===== config.mk =====
export PLATFORM = sky130hd
export DESIGN_NAME = snoop_wt_cache
export DESIGN_NICKNAME = d
export VERILOG_FILES = /design/src/rtl/wtc_pkg.sv /design/src/rtl/wtc_datapath.sv /design/src/rtl/wtc_control.sv /design/src/rtl/snoop_wt_cache.sv
export SDC_FILE = /design/constraint.sdc
export NUM_CORES = 1
export LEC_CHECK = 0
export BUFFER_PORTS_ARGS = -buffer_cell sky130_fd_sc_hd__buf_2
export CORE_MARGIN = 2
export CORE_UTILIZATION = 55
export CTS_BUF_LIST = sky130_fd_sc_hd__clkbuf_16
export DETAILED_ROUTE_END_ITERATION = 10
export PLACE_DENSITY = 0.93
export RECOVER_POWER = 25
export REMOVE_ABC_BUFFERS = 1
export SLEW_MARGIN = 20
export SYNTH_ARGS = -nofsm -noshare
export SYNTH_HDL_FRONTEND = slang
export SYNTH_SLANG_ARGS = --single-unit

===== constraint.sdc =====
create_clock -name clk -period 9.6 [get_ports clk]
set_clock_uncertainty 0.1 [all_clocks]
set_input_delay 2.88 -clock clk [delete_from_list [all_inputs] [get_ports clk]]
set_output_delay 2.88 -clock clk [all_outputs]
set_load 0.01 [all_outputs]

===== src/rtl/wtc_pkg.sv =====
package wtc_pkg;

  typedef enum logic [0:0] {
    ST_IDLE = 1'b0,
    ST_BUS  = 1'b1
  } wtc_state_t;

  typedef struct packed {
    logic fill;      // write the request's line this edge
    logic fromBus;   // fill data from memory (read) rather than processor (write)
    logic snoopInv;  // clear the snooped line
  } wtc_strobe_t;

endpackage


===== src/rtl/wtc_datapath.sv =====
module wtc_datapath
  import wtc_pkg::*;
#(
  parameter int ADDR_W  = 8,
  parameter int DATA_W  = 16,
  parameter int INDEX_W = 2
) (
  input  logic              clk,
  input  logic              rstN,
  input  wtc_strobe_t       strb,
  input  logic [ADDR_W-1:0] cpuAddr,
  input  logic [DATA_W-1:0] cpuWdata,
  input  logic [DATA_W-1:0] busRdata,
  input  logic              snpValid,
  input  logic [ADDR_W-1:0] snpAddr,
  output logic              hit,
  output logic [DATA_W-1:0] lineData,
  output logic              snoopHit
);

  localparam int LINES = 1 << INDEX_W;
  localparam int TAG_W = ADDR_W - INDEX_W;

  logic [INDEX_W-1:0] cpuIdx, snpIdx;
  logic [TAG_W-1:0]   cpuTag, snpTag;
  logic [LINES-1:0]   validQ;
  logic [TAG_W-1:0]   tagQ  [LINES];
  logic [DATA_W-1:0]  dataQ [LINES];
  logic [DATA_W-1:0]  fillData;

  // index from low bits, tag from the rest
  assign cpuIdx   = cpuAddr[INDEX_W-1:0];
  assign cpuTag   = cpuAddr[ADDR_W-1:INDEX_W];
  assign snpIdx   = snpAddr[INDEX_W-1:0];
  assign snpTag   = snpAddr[ADDR_W-1:INDEX_W];
  assign fillData = strb.fromBus ? busRdata : cpuWdata;

  for (genvar i = 0; i < LINES; i++) begin : g_line
    logic lineFill, lineInv;
    assign lineFill = strb.fill && (cpuIdx == INDEX_W'(i));
    assign lineInv  = strb.snoopInv && (snpIdx == INDEX_W'(i));

    always_ff @(posedge clk) begin
      if (!rstN) begin
        validQ[i] <= 1'b0;
      end else if (lineFill) begin
        validQ[i] <= 1'b1;
      end else if (lineInv) begin
        validQ[i] <= 1'b0;
      end
    end

    always_ff @(posedge clk) begin
      if (lineFill) begin
        tagQ[i]  <= cpuTag;
        dataQ[i] <= fillData;
      end
    end
  end

  // a stored tag on an Invalid line never counts
  assign hit      = validQ[cpuIdx] && (tagQ[cpuIdx] == cpuTag);
  assign lineData = dataQ[cpuIdx];
  assign snoopHit = snpValid && validQ[snpIdx] && (tagQ[snpIdx] == snpTag);

  a_r1_reset_invalid: assert property (@(posedge clk)
    !rstN |=> (validQ == '0));

  a_r3_fill_valid: assert property (@(posedge clk) disable iff (!rstN)
    strb.fill |=> validQ[$past(cpuIdx)]);

  a_r8_snoop_clears: assert property (@(posedge clk) disable iff (!rstN)
    (snoopHit && !(strb.fill && cpuIdx == snpIdx)) |=> !validQ[$past(snpIdx)]);

endmodule


===== src/rtl/wtc_control.sv =====
module wtc_control
  import wtc_pkg::*;
(
  input  logic        clk,
  input  logic        rstN,
  input  logic        cpuReq,
  input  logic        cpuWrite,
  input  logic        hit,
  input  logic        snoopHit,
  input  logic        busDone,
  output wtc_strobe_t strb,
  output logic        cpuReady,
  output logic        rdFromBus,
  output logic        busReq,
  output logic        busWrite
);

  wtc_state_t stateQ, stateD;
  logic       opWriteQ;
  logic       needBus;

  // reads that hit stay local; every write and every read miss goes to the bus
  assign needBus = cpuReq && (cpuWrite || !hit);

  always_comb begin
    stateD = stateQ;
    case (stateQ)
      ST_IDLE: if (needBus) stateD = ST_BUS;
      ST_BUS:  if (busDone) stateD = ST_IDLE;
      default: stateD = ST_IDLE;
    endcase
  end

  always_ff @(posedge clk) begin
    if (!rstN) begin
      stateQ   <= ST_IDLE;
      opWriteQ <= 1'b0;
    end else begin
      stateQ <= stateD;
      if (stateQ == ST_IDLE && needBus) opWriteQ <= cpuWrite;
    end
  end

  assign busReq    = (stateQ == ST_BUS);
  assign busWrite  = busReq && opWriteQ;
  assign rdFromBus = busReq;
  assign cpuReady  = (stateQ == ST_IDLE) ? (cpuReq && !cpuWrite && hit) : busDone;

  always_comb begin
    strb          = '0;
    strb.fill     = busReq && busDone;
    strb.fromBus  = !opWriteQ;
    strb.snoopInv = snoopHit;
  end

  a_r10_ready_held: assert property (@(posedge clk) disable iff (!rstN)
    (busReq && !busDone) |-> !cpuReady);

  a_r10_bus_steady: assert property (@(posedge clk) disable iff (!rstN)
    (busReq && !busDone) |=> (busReq && $stable(busWrite)));

  a_r2_hit_local: assert property (@(posedge clk) disable iff (!rstN)
    (stateQ == ST_IDLE && cpuReq && !cpuWrite && hit) |-> (cpuReady && !busReq));

  a_r5_write_on_bus: assert property (@(posedge clk) disable iff (!rstN)
    (stateQ == ST_IDLE && cpuReq && cpuWrite) |=> (busReq && busWrite));

endmodule


===== src/rtl/snoop_wt_cache.sv =====
module snoop_wt_cache
  import wtc_pkg::*;
#(
  parameter int ADDR_W  = 8,
  parameter int DATA_W  = 16,
  parameter int INDEX_W = 2
) (
  input  logic              clk,
  input  logic              rstN,
  input  logic              cpuReq,
  input  logic              cpuWrite,
  input  logic [ADDR_W-1:0] cpuAddr,
  input  logic [DATA_W-1:0] cpuWdata,
  output logic              cpuReady,
  output logic [DATA_W-1:0] cpuRdata,
  output logic              busReq,
  output logic              busWrite,
  output logic [ADDR_W-1:0] busAddr,
  output logic [DATA_W-1:0] busWdata,
  input  logic              busDone,
  input  logic [DATA_W-1:0] busRdata,
  input  logic              snpValid,
  input  logic [ADDR_W-1:0] snpAddr
);

  wtc_strobe_t       strb;
  logic              hit, snoopHit, rdFromBus;
  logic [DATA_W-1:0] lineData;

  wtc_control u_ctrl (
    .clk      (clk),
    .rstN     (rstN),
    .cpuReq   (cpuReq),
    .cpuWrite (cpuWrite),
    .hit      (hit),
    .snoopHit (snoopHit),
    .busDone  (busDone),
    .strb     (strb),
    .cpuReady (cpuReady),
    .rdFromBus(rdFromBus),
    .busReq   (busReq),
    .busWrite (busWrite)
  );

  wtc_datapath #(
    .ADDR_W (ADDR_W),
    .DATA_W (DATA_W),
    .INDEX_W(INDEX_W)
  ) u_dp (
    .clk      (clk),
    .rstN     (rstN),
    .strb     (strb),
    .cpuAddr  (cpuAddr),
    .cpuWdata (cpuWdata),
    .busRdata (busRdata),
    .snpValid (snpValid),
    .snpAddr  (snpAddr),
    .hit      (hit),
    .lineData (lineData),
    .snoopHit (snoopHit)
  );

  // processor holds address and data until ready, so the bus reuses them
  assign busAddr  = cpuAddr;
  assign busWdata = cpuWdata;
  assign cpuRdata = rdFromBus ? busRdata : lineData;

endmodule


## Word level (Yosys, flattened, before mapping)

Memories as Yosys holds them, arrays and structs flattened.
Cells that the tools add are included.

| word-level totals | value |
|---|---|
| bits in registers | 6 |
| memory bits (writable) | 88 |
| bits of input ports | 54 |
| output and inout port bits | 43 |
| logic and storage cells | 95 |
| memories kept | 2 |

| cells by class | value |
|---|---|
| magnitude comparators | 2 |
| equality and inequality tests | 8 |
| multiplexer cells | 44 |
| bitwise gates (word level) | 1 |
| reductions and logical operators | 32 |

Memory list:

| name | words | width | rd ports | clocked after Yosys merged registers in | write ports | line | text |
|---|---|---|---|---|---|---|---|
| u_dp.dataQ | 4 | 16 | 1 | 0 | 1 | wtc_datapath.sv:28 | `logic [DATA_W-1:0] dataQ [LINES];` |
| u_dp.tagQ | 4 | 6 | 2 | 0 | 1 | wtc_datapath.sv:27 | `logic [TAG_W-1:0] tagQ [LINES];` |

Operator list:

| operator | number |
|---|---|
| $mux 16 | 5 |
| $reduce_or 16->1 | 3 |
| $mux 1 | 27 |
| $mux 6 | 3 |
| $reduce_or 6->1 | 3 |
| $logic_and 1x1->1 | 17 |
| $eq 6x6->1 | 2 |
| $mux 2 | 6 |
| $eq 2x2->1 const B | 4 |
| $reduce_bool 2->1 | 4 |
| $lt 2x3->1 const B | 2 |
| $bmux 1 s2 | 2 |
| $eq 2x1->1 const B | 2 |
| $logic_not 2->1 | 2 |
| $logic_not 1->1 | 2 |
| $pmux 1 s2 | 1 |
| $logic_or 1x1->1 | 1 |
| $not 1->1 | 1 |

## Longest topological paths before layout

Gate-level depths: netlist (run 1).

| depth | value |
|---|---|
| depth after elaboration | 8 |
| mapped depth | 8 |
| gate-level depth less buffers | 6 |

## Hierarchy

Synthesis (run 1) repeated with hierarchy kept, for this count alone.

| unflattened totals | value |
|---|---|
| cells, all modules | 254 |
| area, all modules | 4520.6 µm² |

Modules (own cells, without submodules):

| module | times used | cells each | area an instance (µm²) | sequential area each (µm²) |
|---|---|---|---|---|
| wtc_datapath | 1 | 196 | 3958.8 | 2722.6 |
| snoop_wt_cache | 1 | 42 | 429.2 | 0.0 |
| wtc_control | 1 | 16 | 132.6 | 40.0 |

## Worst setup path before layout (run 1)

No wires, ideal clock.

| timing | value |
|---|---|
| path kind | input to output |
| start point | input cpuAddr[1] |
| end point | output cpuRdata[10] |
| arrival time | 4.295 ns |
| required time | 6.620 ns |
| path slack | 2.325 ns |
| cell stages on the path | 6 |
| path buffers | 4 |
| cells stage by stage | buf_2 buf_2 buf_2 buf_2 mux4_2 mux2_2 |

| on the way | value |
|---|---|
| word-level cells in the longest chain between the ends | 2 |

RTL lines:

| element | line | text |
|---|---|---|
| start, declared | snoop_wt_cache.sv:12 | `input logic [ADDR_W-1:0] cpuAddr,` |
| $mem_v2 4x16 | -- |  |
| $mux 16 | snoop_wt_cache.sv:66 | `assign cpuRdata = rdFromBus ? busRdata : lineData;` |
| end, declared | snoop_wt_cache.sv:15 | `output logic [DATA_W-1:0] cpuRdata,` |

Every way passes these cells.

## Worst setup path in the final report (run 1)

| timing | value |
|---|---|
| start point | input cpuAddr[0] |
| end point | output cpuReady |

| on the way | value |
|---|---|
| word-level cells in the longest chain between the ends | 5 |
| elaborated cells on any way between the ends | 7 |
| those cells by class | 1 x eq/ne; 3 x mux; 2 x reduce/logical; 1 x memory |

RTL lines:

| element | line | text |
|---|---|---|
| $mem_v2 4x6 or $bmux 1 s2 (tied branches) | -- |  |
| $eq 6x6->1 or $mux 1 (tied branches) | wtc_datapath.sv:62 | `assign hit = validQ[cpuIdx] && (tagQ[cpuIdx] == cpuTag);` |
| $logic_and 1x1->1 * | wtc_datapath.sv:62 |  |
| $logic_and 1x1->1 * | wtc_control.sv:47 | `assign cpuReady = (stateQ == ST_IDLE) ? (cpuReq && !cpuWrite && hit) : busDone;` |
| $mux 1 * | wtc_control.sv:47 |  |
| end, declared | snoop_wt_cache.sv:14 | `output logic cpuReady,` |

Every way passes the cells marked *; elsewhere a longest branch is shown, timed or not. The select of a mux whose other input is x is not followed.

==> results of run 1 <==
==> power groups by stage <==
stage | Combinational (mW) | Sequential, mW | Clock (mW)
floorplan | 0.0451 | 0.470 | 0
global placement | 0.0901 | 0.470 | 0
detailed placement | 0.0933 | 0.470 | 0
CTS | 0.0938 | 0.462 | 0.349
global route | 0.0992 | 0.462 | 0.363
finish | 0.0912 | 0.462 | 0.343
==> final timing paths <==
check | end | slack (ns) | depth (start not counted)
hold reg to reg | u_dp.validQ[0] | 0.49 | 2
setup / recovery | cpuReady | 1.61 | 7
hold / removal | u_dp.validQ[0] | 0.49 | 2
setup reg to reg | u_dp.dataQ[0][8] | 7.16 | 3
==> area by class of cell <==
cell class	count	area, um^2	share of cell area
multi-input cells	123	1421	0.2769
inverters	5	18.77	0.003657
clock inverters	7	65.06	0.01268
repair buffers	101	510.5	0.09946
clock buffers	9	225.2	0.04388
well taps	102	127.6	0.02487
flip-flops and latches	94	2764	0.5385
==> flip-flops by register name, summed over array words and instances (netlist names) <==
name and flops:
u_dp.validQ 4, u_dp.tagQ 24, u_ctrl.busReq 1, u_dp.dataQ 64
u_ctrl.opWriteQ 1
==> stage by stage <==
step	setup WS, ns	instance area [um^2]
finish	1.607	5132
global route	1.375	5132
CTS	1.552	5139
detailed placement	1.549	4848
global placement	1.583	4848
floorplan	2.635	4188
==> critical path, delay by kind of cell <==
family,cells,cell delay (ns)
AOI/OAI and AO/OA,1,0.18
muxes,1,0.61
buffers and inverters,2,0.79
xor gates and xnor gates,1,0.15
and+or+nand+nor,2,0.41
==> layer usage <==
metal | up-vias | track usage | share of wire
met5 | - | 0 | 0
met2 | 118 | 0.3560 | 0.52
met3 | 8 | 0.03852 | 0.081
met1 | 1239 | 0.2616 | 0.38
met4 | 0 | 0.08213 | 0.012
li1 | 1156 | - | -
==> synth_stat cells (2+ instances only) <==
library cell,number,area [um^2]
buf_1,3,11.26
a21oi_1,3,15.01
clkbuf_1,2,7.510
nand3_1,2,10.01
mux2i_1,9,90.09
nor2_1,6,22.52
edfxtp_1,88,2643
inv_1,5,18.77
xnor2_1,9,78.83
nor3_1,3,15.01
mux2_2,33,371.6
a31oi_1,3,18.77
buf_4,24,180.2
nand2_1,7,26.28
xor2_1,3,26.28
dfxtp_1,6,120.1
o21a_1,2,15.01
o21ai_0,4,20.02
mux4_1,6,157.7
mux4_2,19,427.9
o31a_1,2,17.52
buf_2,7,35.03
==> cells by family (layout without fill, tap and decap cells) <==
family | after synthesis | after routing | synth area share
AO/OA/AOI/OAI | 20 | 20 | 0.03077
multiplexers | 67 | 67 | 0.2362
flip-flops | 94 | 94 | 0.6232
AND/OR/NAND/NOR | 24 | 24 | 0.02654
buffers and inverters | 42 | 122 | 0.05955
XOR/XNOR | 12 | 12 | 0.02371
==> flow_summary.toml, run 1 <==
[run]
max_cap_viol_count = 0

[routing]
drtPass1Iterations = 4
vias = 2521
vias_per_cell = 5.717
drt_iter0_markers = 209
wl_per_cell_um = 19.37
drcViolationCount = 0
routed_wirelength_um = 8541
ant_nets = 0

[power_and_ir_drop]
power_frac_comb = 0.102
intPower_mw = 0.7012
p_sw_mw = 0.1943
p_clk_frac = 0.383
p_leak_nw = 1.869
total_power_mw = 0.8955
vdd_drop_max_uv = 138.6
power.density_nw_per_um2 = 174.5
p_sw_frac = 0.2170
seq_power_share = 0.516

[floorplanning]
die_h_um = 93.78
dieArea_um2 = 8794
die_x_um = 93.78
start_util = 0.5707
num_rows = 32
io_pins = 97
core_area_um2 = 7767

[grt]
grt_usage = 0.2074
grt_pass1_wl_um = 13280
antenna_found_initial = 0
grt_pass1_vias = 2552
globalRoute.totalOverflow = 0
grt_start_max_net_pins = 34

[logic_synthesis]
yosysSeqAreaShare = 0.6232
synth-edff-count = 88
synth-seq-cells = 94
avgSynthCellArea_um2 = 17.12
syn_inst = 259
syn_area_um2 = 4433
yosysWarnings = 0
yosysUniqueCellTypes = 35
async_flop_share = 0
ys.flop_type = "edfxtp_1"

[timing]
finalMaxSlewViolations = 0
final.setup.tns_ns = 0
fmax_ghz = 0.1251
hold_slack_ns = 0.4871
hold_violations = 0
period_share = 0.8326
final.min_clock_period_ns = 7.993
relSlewSlack = 0.4056
worst_slew_pin_slew_ns = 0.8867
rsz0062_at_grt = "false"
setup_viol = 0

[placement]
dp.cells = 425
place.gp.congestion = 0.8342
place.detailed.hpwl_um = 5681
port_buffers = 96

[clocking]
cts_tree = "done"
cts_setup_buffers = 0
post_cts_resized = 0
cts_max_level = 3
cts_inserted_buffers = 9
cts_root_buffer = "clkbuf_16"
clk_pin_slew_ns = 0.06
clockBufferDepth = 2
insertion_delay_ns = 0.33
clock_sinks = 94
holdBufCountCts = 0

[finish]
layout.nets = 388
drive_gt1_frac = 0.4690
instances_no_fill = 441
final_cell_mix = "90 x buf_2, 88 x edfxtp_1, 24 x mux2_2, 19 x mux4_2"
final_common_cell = "buf_2"
area_growth_pct = 15.78
final_util = 0.6608
n_antenna_cell = 0
nFillCells = 539

[critical_path]
slowest_stage = "buf_2"
cpMostUsedCell = "buf_2"
critPathMaxFanout = 30
critPathKind = "in2out"
worstPathCellList = "buf_2 > mux4_2 > xnor2_1 > nand2_1 > nor4_1 > a22o_1 > buf_2"
startpoint = "cpuAddr[0]"
critical_path_required_ns = 6.62
rr_startpoint = "u_ctrl.busReq"
cpPeakStageDelay_ns = 0.66
worstSetupStartpointType = "input pin"
critical_path_arrival_ns = 5.01
cp-end-kind = "primary output"

[worst_hold_path]
hp-start = "u_dp.validQ[0]"
hold_path_class = "reg2reg"

[outcome]
status = "completed"
(Power assumes the default switching activity.)
==> run 2, diff against run 1 <==
- CORE_UTILIZATION: 55 -> 49
- PLACE_DENSITY: 0.93 -> 0.88
- clock period: 9.6 -> 6.8 ns (I/O delays scaled with it)
==> run 2 against run 1 <==
Power rose by 37%. Clock-buffer cell count did not move. Non-clock buffer count rose by 3. Worst hold slack got worse by 0.028 ns. Via count rose by 3.7%. Flip-flop and latch count did not move. Setup slack got worse by 0.93 ns. Sequential share of layout area barely moved. First-iteration DRC count fell by 26%.
==> flow_summary.toml, run 2 (synthesized netlist as in run 1, its figures left out) <==
[grt]
grt_pass1_vias = 2649
grt_pass1_wl_um = 13810
globalRoute.totalOverflow = 0
grt_start_max_net_pins = 26
grt_usage = 0.1859
antenna_found_initial = 0

[placement]
port_buffers = 96
place_area_um2 = 4878
place.detailed.hpwl_um = 6033
dp.cells = 434
place.gp.congestion = 0.9194

[floorplanning]
start_util = 0.5059
io_pins = 97
core_area_um2 = 8763
die_h_um = 99.12
num_rows = 34
dieArea_um2 = 9824
die_x_um = 99.12

[finish]
n_antenna_cell = 0
instances_no_fill = 450
area_growth_pct = 15.86
layout.nets = 391
largestRegisters = "u_dp.dataQ (64), u_dp.tagQ (24), u_dp.validQ (4)"
stdcell_area_um2 = 5136
drive_gt1_frac = 0.4591
nFillCells = 652
largest_reg_flops = 64
final_cell_mix = "88 x buf_2, 88 x edfxtp_1, 21 x mux2_2, 19 x mux4_2, 12 x mux2_1"
regMostFlops = "u_dp.dataQ"

[routing]
drt_iter0_markers = 154
vias = 2615
routed_wirelength_um = 8767
vias_per_cell = 5.811
wl_per_cell_um = 19.48
drcViolationCount = 0
drtPass1Iterations = 4
ant_nets = 0

[timing]
finalMaxSlewViolations = 0
worst_slew_pin_slew_ns = 0.9253
final.min_clock_period_ns = 6.123
period_share = 0.9005
fmax_ghz = 0.1633
setup_viol = 0
final.setup.tns_ns = 0
rsz0062_at_grt = "false"
relSlewSlack = 0.3798
hold_violations = 0

[critical_path]
critPathKind = "in2out"
critical_path_required_ns = 4.66
r2r_cells = 3
worstSetupStartpointType = "input pin"
critical_path_arrival_ns = 3.98
cp-end-kind = "primary output"
critPathMaxFanout = 25

[clocking]
clockBufferDepth = 2
clock_sinks = 94
insertion_delay_ns = 0.33
cts_root_buffer = "clkbuf_16"
post_cts_resized = 0
cts_max_level = 3
cts_inserted_buffers = 9
cts_tree = "done"
clk_pin_slew_ns = 0.07
cts_setup_buffers = 0
holdBufCountCts = 0

[power_and_ir_drop]
power.density_nw_per_um2 = 238.2
vdd_drop_max_uv = 141.7
p_leak_nw = 1.873

[worst_hold_path]
hold_depth = 2
hold_path_class = "reg2reg"

[run]
max_cap_viol_count = 0

[outcome]
status = "completed"
[run 2: changes by cell type in the layout (fill, tap and decap cells not counted), sizes merged]
cell and change:
clkbuf +2, bufinv -1, buf +1, clkinv +2
clkinvlp -1
[run 2: final timing paths]
kind	slack, ns	end	startpoint
setup / recovery	0.68	cpuReady	cpuAddr[1]
setup reg to reg	4.34	u_dp.dataQ[2][12]	u_ctrl.busReq
hold / removal	0.46	u_dp.validQ[1]	u_dp.validQ[1]
hold reg to reg	0.46	u_dp.validQ[1]	u_dp.validQ[1]
[run 2: per-layer routing]
metal  global-route usage  part of all wire  vias up  wire length [um]
met3              0.04076             0.061       16               539
met2               0.3119              0.51      113              4438
met5                    0                 0        -                 0
met1               0.2397              0.41     1329              3631
li1                     -                 -     1157                 -
met4              0.06955             0.018        0               158
[run 2: area by class of cell]
cell class                 count  area, um^2  share of cell area
clock buffer                   9       225.2             0.04385
clock inverter                 7       41.29            0.008039
inverter                       5       18.77            0.003654
multi-input combinational    123        1421              0.2767
sequential                    94        2764              0.5381
tap                          108       135.1             0.02631
timing repair buffer         104       530.5              0.1033
[run 2: where the power goes]
group | internal (mW) | switching [mW] | total, mW
Combinational | 0.0621 | 0.0683 | 0.130
Sequential | 0.645 | 0.00637 | 0.652
Clock | 0.245 | 0.196 | 0.441
Total | 0.953 | 0.271 | 1.22
[run 2: critical path, stage by stage]
cell and delay [ns]:
buf_2 0.51, buf_4 0.31, mux2i_1 0.25, xnor2_1 0.08, nand2_1 0.08, nand2_1 0.07
nor4_1 0.32, a22o_1 0.19, buf_2 0.13
[run 2: metrics by stage]
step | hold slack [ns] | total power [mW] | util | setup slack, ns
final | 0.4587 | 1.223 | 0.5861 | 0.6765
after global routing | 0.5048 | 1.272 | 0.5861 | 0.5024
after floorplan | 0.4126 | 0.7271 | - | 1.515
after global placement | 0.4427 | 0.7924 | 0.5567 | 0.7788
after detailed placement | 0.4443 | 0.7975 | 0.5567 | 0.7092
after CTS | 0.4564 | 1.235 | 0.5871 | 0.6988
